==> config.mk <==
export PLATFORM = sky130hd
export DESIGN_NAME = cfg_serial_rom
export DESIGN_NICKNAME = d
export VERILOG_FILES = /design/src/rtl/cfg_rom_pkg.sv /design/src/rtl/rom_addr_ctr.sv /design/src/rtl/rom_bit_array.sv /design/src/rtl/rom_cfg_pulse.sv /design/src/rtl/cfg_serial_rom.sv
export SDC_FILE = /design/constraint.sdc
export NUM_CORES = 1
export LEC_CHECK = 0
export BUFFER_PORTS_ARGS = -buffer_cell sky130_fd_sc_hd__buf_2
export CORE_MARGIN = 2
export CORE_UTILIZATION = 28
export CTS_BUF_LIST = sky130_fd_sc_hd__clkbuf_8
export DETAILED_ROUTE_END_ITERATION = 8
export SLEW_MARGIN = 20
export SYNTH_ARGS = -nofsm -noshare
export SYNTH_HDL_FRONTEND = slang
export SYNTH_SLANG_ARGS = --single-unit
==> constraint.sdc <==
create_clock -name clk -period 7 [get_ports clk]
set_input_delay 0.7 -clock clk [delete_from_list [all_inputs] [get_ports clk]]
set_output_delay 0.7 -clock clk [all_outputs]
set_load 0.02 [all_outputs]
==> src/rtl/cfg_rom_pkg.sv <==
`timescale 1ns/1ps
package cfg_rom_pkg;

    // Width needed to hold values 0..n inclusive.
    function automatic int span_w(input int n);
        return (n < 2) ? 1 : $clog2(n + 1);
    endfunction

endpackage

==> src/rtl/rom_addr_ctr.sv <==
`timescale 1ns/1ps
module rom_addr_ctr #(
    parameter int DEPTH = 1024
) (
    input  logic                     clk,
    input  logic                     rst_n,
    input  logic                     cclk_i,
    input  logic                     run_i,
    output logic [$clog2(DEPTH)-1:0] addr_o,
    output logic                     past_tc_o
);
    localparam int AW = $clog2(DEPTH);
    localparam logic [AW-1:0] TC_A = AW'(DEPTH - 1);

    typedef struct packed {
        logic [AW-1:0] addr;
        logic          done;
        logic          cclk;
    } ctr_t;

    ctr_t st_d, st_q;
    logic rise;

    always_comb begin
        st_d      = st_q;
        st_d.cclk = cclk_i;
        rise      = cclk_i & ~st_q.cclk;
        if (!run_i) begin
            st_d.addr = '0;
            st_d.done = 1'b0;
        end else if (rise && !st_q.done) begin
            if (st_q.addr == TC_A) st_d.done = 1'b1;
            else                   st_d.addr = st_q.addr + 1'b1;
        end
    end

    always_ff @(posedge clk or negedge rst_n) begin
        if (!rst_n) st_q <= '0;
        else        st_q <= st_d;
    end

    assign addr_o    = st_q.addr;
    assign past_tc_o = st_q.done;

    AST_CTR_STEP: assert property (@(posedge clk) disable iff (!rst_n)
        (run_i && rise && !st_q.done && st_q.addr != TC_A) |=> (st_q.addr == $past(st_q.addr) + 1'b1));
    AST_CTR_CLEAR: assert property (@(posedge clk) disable iff (!rst_n)
        !run_i |=> (st_q.addr == '0 && !st_q.done));
    AST_CTR_SATURATE: assert property (@(posedge clk) disable iff (!rst_n)
        st_q.done |-> (st_q.addr == TC_A));
    AST_CTR_HOLD: assert property (@(posedge clk) disable iff (!rst_n)
        (run_i && !rise) |=> $stable(st_q.addr));

endmodule

==> src/rtl/rom_bit_array.sv <==
`timescale 1ns/1ps
module rom_bit_array #(
    parameter int DEPTH = 1024
) (
    input  logic                     clk,
    input  logic                     wr_ok_i,
    input  logic                     we_i,
    input  logic [$clog2(DEPTH)-1:0] wr_addr_i,
    input  logic                     wr_bit_i,
    input  logic [$clog2(DEPTH)-1:0] rd_addr_i,
    output logic                     rd_bit_o
);
    logic [DEPTH-1:0] mem_q;
    logic             wr_go;

    assign wr_go = we_i & wr_ok_i;

    always_ff @(posedge clk) begin
        if (wr_go) mem_q[wr_addr_i] <= wr_bit_i;
    end

    assign rd_bit_o = mem_q[rd_addr_i];

    AST_ARRAY_LOCKED: assert property (@(posedge clk)
        (we_i && !wr_ok_i) |=> $stable(mem_q));

endmodule

==> src/rtl/rom_cfg_pulse.sv <==
`timescale 1ns/1ps
module rom_cfg_pulse
    import cfg_rom_pkg::*;
#(
    parameter int PULSE_CYC = 4
) (
    input  logic clk,
    input  logic rst_n,
    input  logic req_i,
    output logic drv_o
);
    localparam int CW = span_w(PULSE_CYC);
    localparam logic [CW-1:0] LEN = CW'(PULSE_CYC);

    logic [CW-1:0] cnt_d, cnt_q;

    always_comb begin
        cnt_d = cnt_q;
        if (cnt_q != '0)  cnt_d = cnt_q - 1'b1;
        else if (req_i)   cnt_d = LEN;
    end

    always_ff @(posedge clk or negedge rst_n) begin
        if (!rst_n) cnt_q <= '0;
        else        cnt_q <= cnt_d;
    end

    assign drv_o = (cnt_q != '0);

    AST_PULSE_BOUND: assert property (@(posedge clk) disable iff (!rst_n)
        cnt_q <= LEN);
    AST_PULSE_START: assert property (@(posedge clk) disable iff (!rst_n)
        (!drv_o && req_i) |=> (cnt_q == LEN));
    AST_PULSE_NO_RETRIGGER: assert property (@(posedge clk) disable iff (!rst_n)
        drv_o |=> (cnt_q == $past(cnt_q) - 1'b1));

endmodule

==> src/rtl/cfg_serial_rom.sv <==
`timescale 1ns/1ps
module cfg_serial_rom #(
    parameter int DEPTH     = 1024,
    parameter int PULSE_CYC = 4
) (
    input  logic                     clk,
    input  logic                     rst_n,
    input  logic                     cclk_i,
    input  logic                     ce_n_i,
    input  logic                     oe_rst_i,
    output logic                     oe_rst_drv_o,
    input  logic                     isp_en_i,
    output logic                     dout_o,
    output logic                     dout_en_o,
    output logic                     ceo_n_o,
    input  logic                     cf_req_i,
    output logic                     cf_drv_o,
    input  logic                     pre_we_i,
    input  logic [$clog2(DEPTH)-1:0] pre_addr_i,
    input  logic                     pre_bit_i
);
    localparam int AW = $clog2(DEPTH);

    logic          run;
    logic [AW-1:0] addr;
    logic          past_tc;
    logic          rd_bit;

    assign run = ~ce_n_i & oe_rst_i;

    rom_addr_ctr #(.DEPTH(DEPTH)) u_ctr (
        .clk       (clk),
        .rst_n     (rst_n),
        .cclk_i    (cclk_i),
        .run_i     (run),
        .addr_o    (addr),
        .past_tc_o (past_tc)
    );

    rom_bit_array #(.DEPTH(DEPTH)) u_arr (
        .clk       (clk),
        .wr_ok_i   (ce_n_i),
        .we_i      (pre_we_i),
        .wr_addr_i (pre_addr_i),
        .wr_bit_i  (pre_bit_i),
        .rd_addr_i (addr),
        .rd_bit_o  (rd_bit)
    );

    rom_cfg_pulse #(.PULSE_CYC(PULSE_CYC)) u_pulse (
        .clk   (clk),
        .rst_n (rst_n),
        .req_i (cf_req_i),
        .drv_o (cf_drv_o)
    );

    assign oe_rst_drv_o = ~rst_n;
    assign dout_o       = rd_bit;
    assign dout_en_o    = run & ~isp_en_i & ~past_tc;
    assign ceo_n_o      = ~(run & past_tc);

    AST_CEO_QUALIFIED: assert property (@(posedge clk) disable iff (!rst_n)
        !ceo_n_o |-> (!ce_n_i && oe_rst_i));
    AST_CEO_EXCLUSIVE: assert property (@(posedge clk) disable iff (!rst_n)
        !(dout_en_o && !ceo_n_o));
    AST_DATA_RELEASED: assert property (@(posedge clk) disable iff (!rst_n)
        (isp_en_i || ce_n_i || !oe_rst_i) |-> !dout_en_o);

endmodule

==> results of run 1 <==
==> power breakdown <==
part	switching, µW	internal [µW]	leakage, µW	total (µW)
sequential	19.0	6850	0.00939	6870
combinational	367	220	0.00333	588
clock	2510	2410	0.00174	4930
==> registers in the layout, indices dropped and copies added, names as in the netlist <==
register         flops
u_arr.mem_q       1024
u_ctr.addr_o        10
u_ctr.past_tc_o      1
u_ctr.st_q           1
u_pulse.cnt_q        3
==> worst max-delay path: stages, from the launching register on <==
cell	delay, ns
dfrtp_2	0.53
buf_4	0.51
and2_2	0.50
buf_4	0.39
a22oi_1	0.16
nand3_1	0.23
nand3_1	0.09
a211oi_1	0.72
a2111oi_0	0.29
o32ai_1	0.78
buf_4	0.23
buf_2	0.16
==> logic make-up after synthesis <==
group                    count (synthesis)
flip-flops                            1039
AND/OR/NAND/NOR                       1242
AO/OA/AOI/OAI                          191
adder cells (fa/ha/maj)                  2
multiplexers                           310
XOR/XNOR                                 8
buffers and inverters                  304
==> per-layer routing <==
| layer | GRT usage | vias up | part of all wire |
|---|---|---|---|
| li1 | - | 11300 | - |
| met1 | 0.222 | 14300 | 0.41 |
| met2 | 0.239 | 1445 | 0.45 |
| met3 | 0.0457 | 257 | 0.11 |
| met4 | 0.0549 | 10 | 0.030 |
| met5 | 0 | - | 0.00048 |
==> through the flow <==
step / util / setup WS, ns
detailed placement: 0.296 / 1.75
CTS: 0.315 / 0.821
finish: 0.316 / 0.789
global route: 0.316 / 0.566
global placement: 0.296 / 1.72
floorplan: - / 3.80
==> synth_stat cells, types with 4 or more instances <==
cell type	n
a2111oi_0	4
a211oi_1	8
a21oi_1	26
a221oi_1	11
a22o_1	8
a22oi_1	49
a31oi_1	4
and3_1	5
and3b_1	4
buf_1	98
buf_2	22
buf_4	9
buf_6	20
buf_8	4
clkbuf_1	139
dfrtp_1	15
edfxtp_1	1024
inv_1	10
mux2_2	13
mux2i_1	70
mux4_2	224
nand2_1	89
nand2b_1	11
nand3_1	19
nor2_1	1061
nor2b_1	8
nor3_1	18
nor3b_1	6
nor4_1	5
o211ai_1	4
o21ai_0	14
o221ai_1	9
o22ai_1	27
xnor2_1	6
==> final cells by class <==
type                    count  area share
repair buffers             87      0.0139
diodes                      3    0.000150
inverters                  12    0.000899
multi-input cells        1753       0.251
clock inverters           123      0.0140
well taps                2072      0.0518
clock buffers             169      0.0464
flip-flops and latches   1039       0.622
==> path summary, 6_finish.rpt <==
path                            cells after the start               end  slack [ns]
min in group asynchronous                           2  u_pulse.cnt_q[1]        0.34
worst min register to register                      2  u_pulse.cnt_q[2]        0.49
worst max register to register                      9   u_ctr.addr_o[6]        3.73
worst min-delay path                                4  u_pulse.cnt_q[0]        0.16
worst max-delay path                               11            dout_o        0.79
max in group asynchronous                           2   u_ctr.addr_o[3]        6.23
==> repair_timing <==
action,CTS,global route
hold endpoints to repair,16,0
buffers inserted,0,0
hold buffers,2,0
==> results by group, run 1 <==
Clock tree
  – Clock slew at reported path FFs: 0.07 ns
  – CTS Buf Count: 165
  – Worst skew pair latency: 0.87 ns
  – TritonCTS clock tree: done
  – H-tree levels: 4
  – CTS resizes: 0
  – CTS root buf: clkbuf_8
  – TritonCTS Sinks: 1,039
  – Longest Clk Path Bufs: 3

Worst setup path
  – Reg2reg start: u_ctr.addr_o[3]
  – CP Launch Point: u_ctr.addr_o[3]
  – WS Path Type: flop to output port
  – CP Data Required Time: 6.30 ns
  – Worst Path Max Fanout: 31
  – Setup crit end kind: output port
  – Startpoint Class: flop
  – Crit path DAT: 5.51 ns

Logic synthesis
  – Yosys top cell by area: edfxtp_1
  – Post-synthesis cell type count: 64
  – Number of synthesized flops with an enable pin: 1,024
  – Synth Area in Simple Gates: 0.109
  – Top cells by area, synth: edfxtp_1 (69%), mux4_2 (11%), nor2_1 (8.9%)
  – Largest family of logic cells by synthesized area: multiplexers
  – Sequential fraction of the synthesis area: 0.694
  – Post-synth top area share: 0.686
  – Gate Count Post-Synth: 3,096
  – Mux share of post-synthesis cell area: 0.133
  – Cell area after synthesis: 44,800 µm²
  – Post-synth ARST share: 0.0144
  – Synth Warn #: 0
  – Fraction of the mapped netlist area in compound gates: 0.0308
  – XOR/XNOR share of the synthesized area: 0.00156
  – Synth Register Bits: 1,039
  – Leading register cell type out of synthesis: edfxtp_1
  – Post-Synth Adder-Cell Area: 0.000558
  – Mapped Avg Cell Area: 14.5 µm²
  – Syn Nets: 3,117

STA
  – Final hold vios: 0
  – Max Transition Viols Final: 0
  – Hold Slack: 0.157 ns
  – Unrepaired setup endpoints after global routing: no
  – TNS Setup: 0 ns
  – Finish-stage setup viols: 0
  – Worst Clk Skew: 0.0232 ns
  – Tcrit/Tclk final: 0.887
  – Relative slew slack: 0.145
  – Slew @ Worst Pin: 1.28 ns
  – Max Fclk: 161 MHz
  – Minimum clock period: 6.21 ns

GRT
  – First-pass GRT wire length: 188,000 µm
  – Via count of the first global-routing pass: 26.8k
  – GRT Overall Usage: 0.160
  – Grt total ovfl: 0
  – Initial antenna violation count: 11
  – Largest net degree at the start of global routing: 273

Power
  – Pwr/cell area: 247 nW/µm²
  – Worst vdd ir: 0.144 mV
  – Power Total: 12,400 µW
  – Lkg Pwr: 0.0145 µW

Finish
  – Multi-input gate area: 12,600 µm²
  – # fillers: 15.7k
  – Nets: 3,079
  – FF/Latch Area: 31,100 µm²
  – Commonest non-fill, non-tap cell in the layout: nor2_1
  – Fraction of layout cells with a size suffix above 1: 0.187
  – Layout area overhead: 11.7%
  – Final instance area: 50,100 µm²
  – Most frequent cells in the layout: nor2_1 (1,057), edfxtp_1 (1,024), mux4_2 (224)
  – Non-Filler Instances: 5,258

Route
  – Pre-Repair DR Iteration Count: 6
  – Vias per cell: 5.21
  – Final ANT Viol Nets: 0
  – Routed WL per cell: 25.2 µm
  – DRC: 0
  – DRT iter0 DRCs: 3,843
  – Via count: 27.4k
  – WL final: 133,000 µm

Min path
  – Min-delay src: cf_req_i
  – Path type of the worst min-delay path: input port to flop

Place
  – I/O Buffers: 23
  – Placed Cells: 4,961
  – GPL Wtd Cong: 0.795
  – Hpwl dp: 67,700 µm
  – Placed Instance Area: 47,000 µm²

Die
  – I/O pins: 24
  – Initial core utilization: 0.282
  – Row count: 146
  – Core ar.: 159,000 µm²
  – Die height: 404 µm
  – Die width: 404 µm
  – DIE AREA: 163,000 µm²

Run status
  – Status: finished, final reports clean

Flow run
  – Maximum capacitance violations: 0
(Power assumes the default switching activity.)
==> run 2, diff against run 1 <==
- SYNTH_HIERARCHICAL: unset -> 1
==> run 2 against run 1 <==
Cell area grew 1.1%. Combinational power is 39% lower. Sequential share of layout area is 0.69 points lower. Sequential power about the same. Die area grew 1.1%. Global-route usage is 0.40 points lower. Clock skew down 0.00072 ns. Count of clock-buffer cells in the layout is 8 higher. Clock power barely moved. Non-clock buffer count increased by 6. Core utilization hardly changed. Highest routed layer unchanged.
==> results by group, run 2 <==
Clock tree
  – H-tree levels: 4
  – TritonCTS clock tree: done
  – CTS root buf: clkbuf_8
  – Worst skew pair latency: 0.85 ns
  – TritonCTS Sinks: 1,039
  – CTS Buf Count: 168
  – Clock slew at reported path FFs: 0.06 ns
  – Longest Clk Path Bufs: 3
  – Setup Buffers After CTS: 0

Logic synthesis
  – Number of synthesized flops with an enable pin: 1,024
  – Leading register cell type out of synthesis: edfxtp_1
  – Post-synth top area share: 0.678
  – Top-count cell post-synth: nor2_1
  – Mapped Avg Cell Area: 14.3 µm²
  – Post-synthesis cell type count: 68
  – Sequential fraction of the synthesis area: 0.687
  – Top cells by area, synth: edfxtp_1 (68%), mux4_2 (9.8%), nor2_1 (8.7%)
  – Synth Warn #: 6
  – Gate Count Post-Synth: 3,164
  – Syn Nets: 3,185
  – Synth Register Bits: 1,039
  – Cell area after synthesis: 45,300 µm²
  – Yosys top cell by area: edfxtp_1
  – Commonest cells in the netlist: nor2_1 (1,048), edfxtp_1 (1,024), mux4_2 (198)
  – Post-synth ARST share: 0.0144

STA
  – Worst Clk Skew: 0.0225 ns
  – Minimum clock period: 5.94 ns
  – Hold Slack: 0.146 ns
  – Slew @ Worst Pin: 1.10 ns
  – Relative slew slack: 0.259
  – Final hold vios: 0
  – Max Fclk: 168 MHz
  – TNS Setup: 0 ns
  – Post-route setup slack: 1.06 ns
  – Finish-stage setup viols: 0
  – Unrepaired setup endpoints after global routing: no
  – Tcrit/Tclk final: 0.848
  – Max Transition Viols Final: 0

GRT
  – Grt total ovfl: 0
  – GRT Overall Usage: 0.156
  – First-pass GRT wire length: 187,000 µm
  – Initial antenna violation count: 7
  – Largest net degree at the start of global routing: 246
  – Via count of the first global-routing pass: 27.4k

Min path
  – Path type of the worst min-delay path: input port to flop

Worst setup path
  – Crit path DAT: 5.24 ns
  – Startpoint Class: flop
  – Reg2Reg Setup Slack: 3.89 ns
  – Worst path cell trace: buf_4, buf_4, mux4_2, mux2i_1, nor2_1, nor4_1, nand2_1, and4_1, nor4_1, o2111ai_1, buf_2
  – WS Path Type: flop to output port
  – Critical Path Max Stage Delay: 0.81 ns
  – Setup crit end kind: output port
  – Worst Path Max Fanout: 36
  – CP Data Required Time: 6.30 ns
  – Slowest CP cell: dfrtp_4

Flow run
  – Maximum capacitance violations: 0

Place
  – GPL Wtd Cong: 0.802
  – Hpwl dp: 67,200 µm
  – Worst slack at placement: 2.06 ns
  – I/O Buffers: 23
  – Placed Instance Area: 47,500 µm²

Route
  – WL final: 130,000 µm
  – Vias per cell: 5.13
  – Pre-Repair DR Iteration Count: 5
  – DRC: 0
  – Routed WL per cell: 24.0 µm
  – Via count: 27.8k
  – Final ANT Viol Nets: 0
  – DRT iter0 DRCs: 3,758

Die
  – Die height: 406 µm
  – Die width: 406 µm
  – DIE AREA: 165,000 µm²
  – Core ar.: 161,000 µm²
  – Row count: 147
  – Initial core utilization: 0.282
  – I/O pins: 24

Power
  – Worst vdd ir: 0.176 mV
  – Pwr/cell area: 240 nW/µm²
  – Lkg Pwr: 0.0145 µW

Finish
  – Layout area overhead: 11.7%
  – Nets: 3,145
  – Most frequent cells in the layout: nor2_1 (1,047), edfxtp_1 (1,024), mux4_2 (198)
  – FF/Latch Area: 31,100 µm²
  – Max reg flops: 1,024
  – Commonest non-fill, non-tap cell in the layout: nor2_1
  – Fraction of layout cells with a size suffix above 1: 0.180
  – Biggest register: u_arr/mem_q
  – Multi-input gate area: 12,900 µm²
  – Final instance area: 50,600 µm²
  – # fillers: 15.9k

Run status
  – Status: finished, final reports clean
[run 2: path summary, 6_finish.rpt]
| kind | startpoint | to | depth (start not counted) |
|---|---|---|---|
| hold / removal | cf_req_i | u_pulse/cnt_q[0] | 4 |
| setup / recovery | u_ctr/addr_o[1] | dout_o | 11 |
| hold reg to reg | u_pulse/cnt_q[1] | u_pulse/cnt_q[1] | 2 |
| max in group asynchronous | rst_n | u_ctr/addr_o[1] | 2 |
| min in group asynchronous | rst_n | u_pulse/cnt_q[0] | 2 |
| setup reg to reg | u_ctr/addr_o[1] | u_ctr/addr_o[3] | 6 |
[run 2: report_power, final]
part           internal (µW)  switching (µW)  leakage, µW
clock                   2470            2460      0.00182
sequential              6850            13.3      0.00939
combinational            108             250      0.00331
total                   9420            2720       0.0145
[run 2: cell type report]
| cell class | instances | area share |
|---|---|---|
| Antenna cell | 2 | 0.0000988 |
| Clock buffer | 177 | 0.0481 |
| Clock inverter | 127 | 0.0129 |
| Inverter | 9 | 0.000667 |
| Multi-Input combinational cell | 1813 | 0.255 |
| Sequential cell | 1039 | 0.615 |
| Tap cell | 2160 | 0.0534 |
| Timing Repair Buffer | 93 | 0.0155 |
[run 2: cell families after synthesis]
logic type / count (synthesis) / share of synthesized area
AO/OA/AOI/OAI: 198 / 0.0307
XOR/XNOR: 2 / 0.000386
adder cells (fa/ha/maj): 2 / 0.000552
buffers and inverters: 312 / 0.0341
flip-flops: 1039 / 0.687
multiplexers: 340 / 0.136
AND/OR/NAND/NOR: 1271 / 0.112
[run 2: timing repair]
item / in CTS / in global routing
hold buffers: 2 / 0
resized for setup: 0 / 0
endpoints found under the hold margin: 16 / 0
[run 2: worst max-delay path, delay by kind of cell (launching register included)]
kind            cells  cell delay (ns)
compound gates      1             0.36
buf+inv             3             1.23
flops               1             0.81
mux                 2             0.77
simple gates        5             1.17
[run 2: routing by layer]
layer,part of all wire,global-route usage,vias up
met5,0.00019,0,-
met4,0.026,0.0491,4
met3,0.11,0.0385,225
met2,0.46,0.240,1364
met1,0.41,0.216,14600
li1,-,-,11600
[run 2: metrics by stage]
step	util	total power, µW	instances
after detailed placement	0.295	7340	5112
after global routing	0.315	12500	5419
after floorplan	-	7180	3164
after CTS	0.315	12200	5418
after global placement	0.295	7330	5112
final	0.315	12100	5420
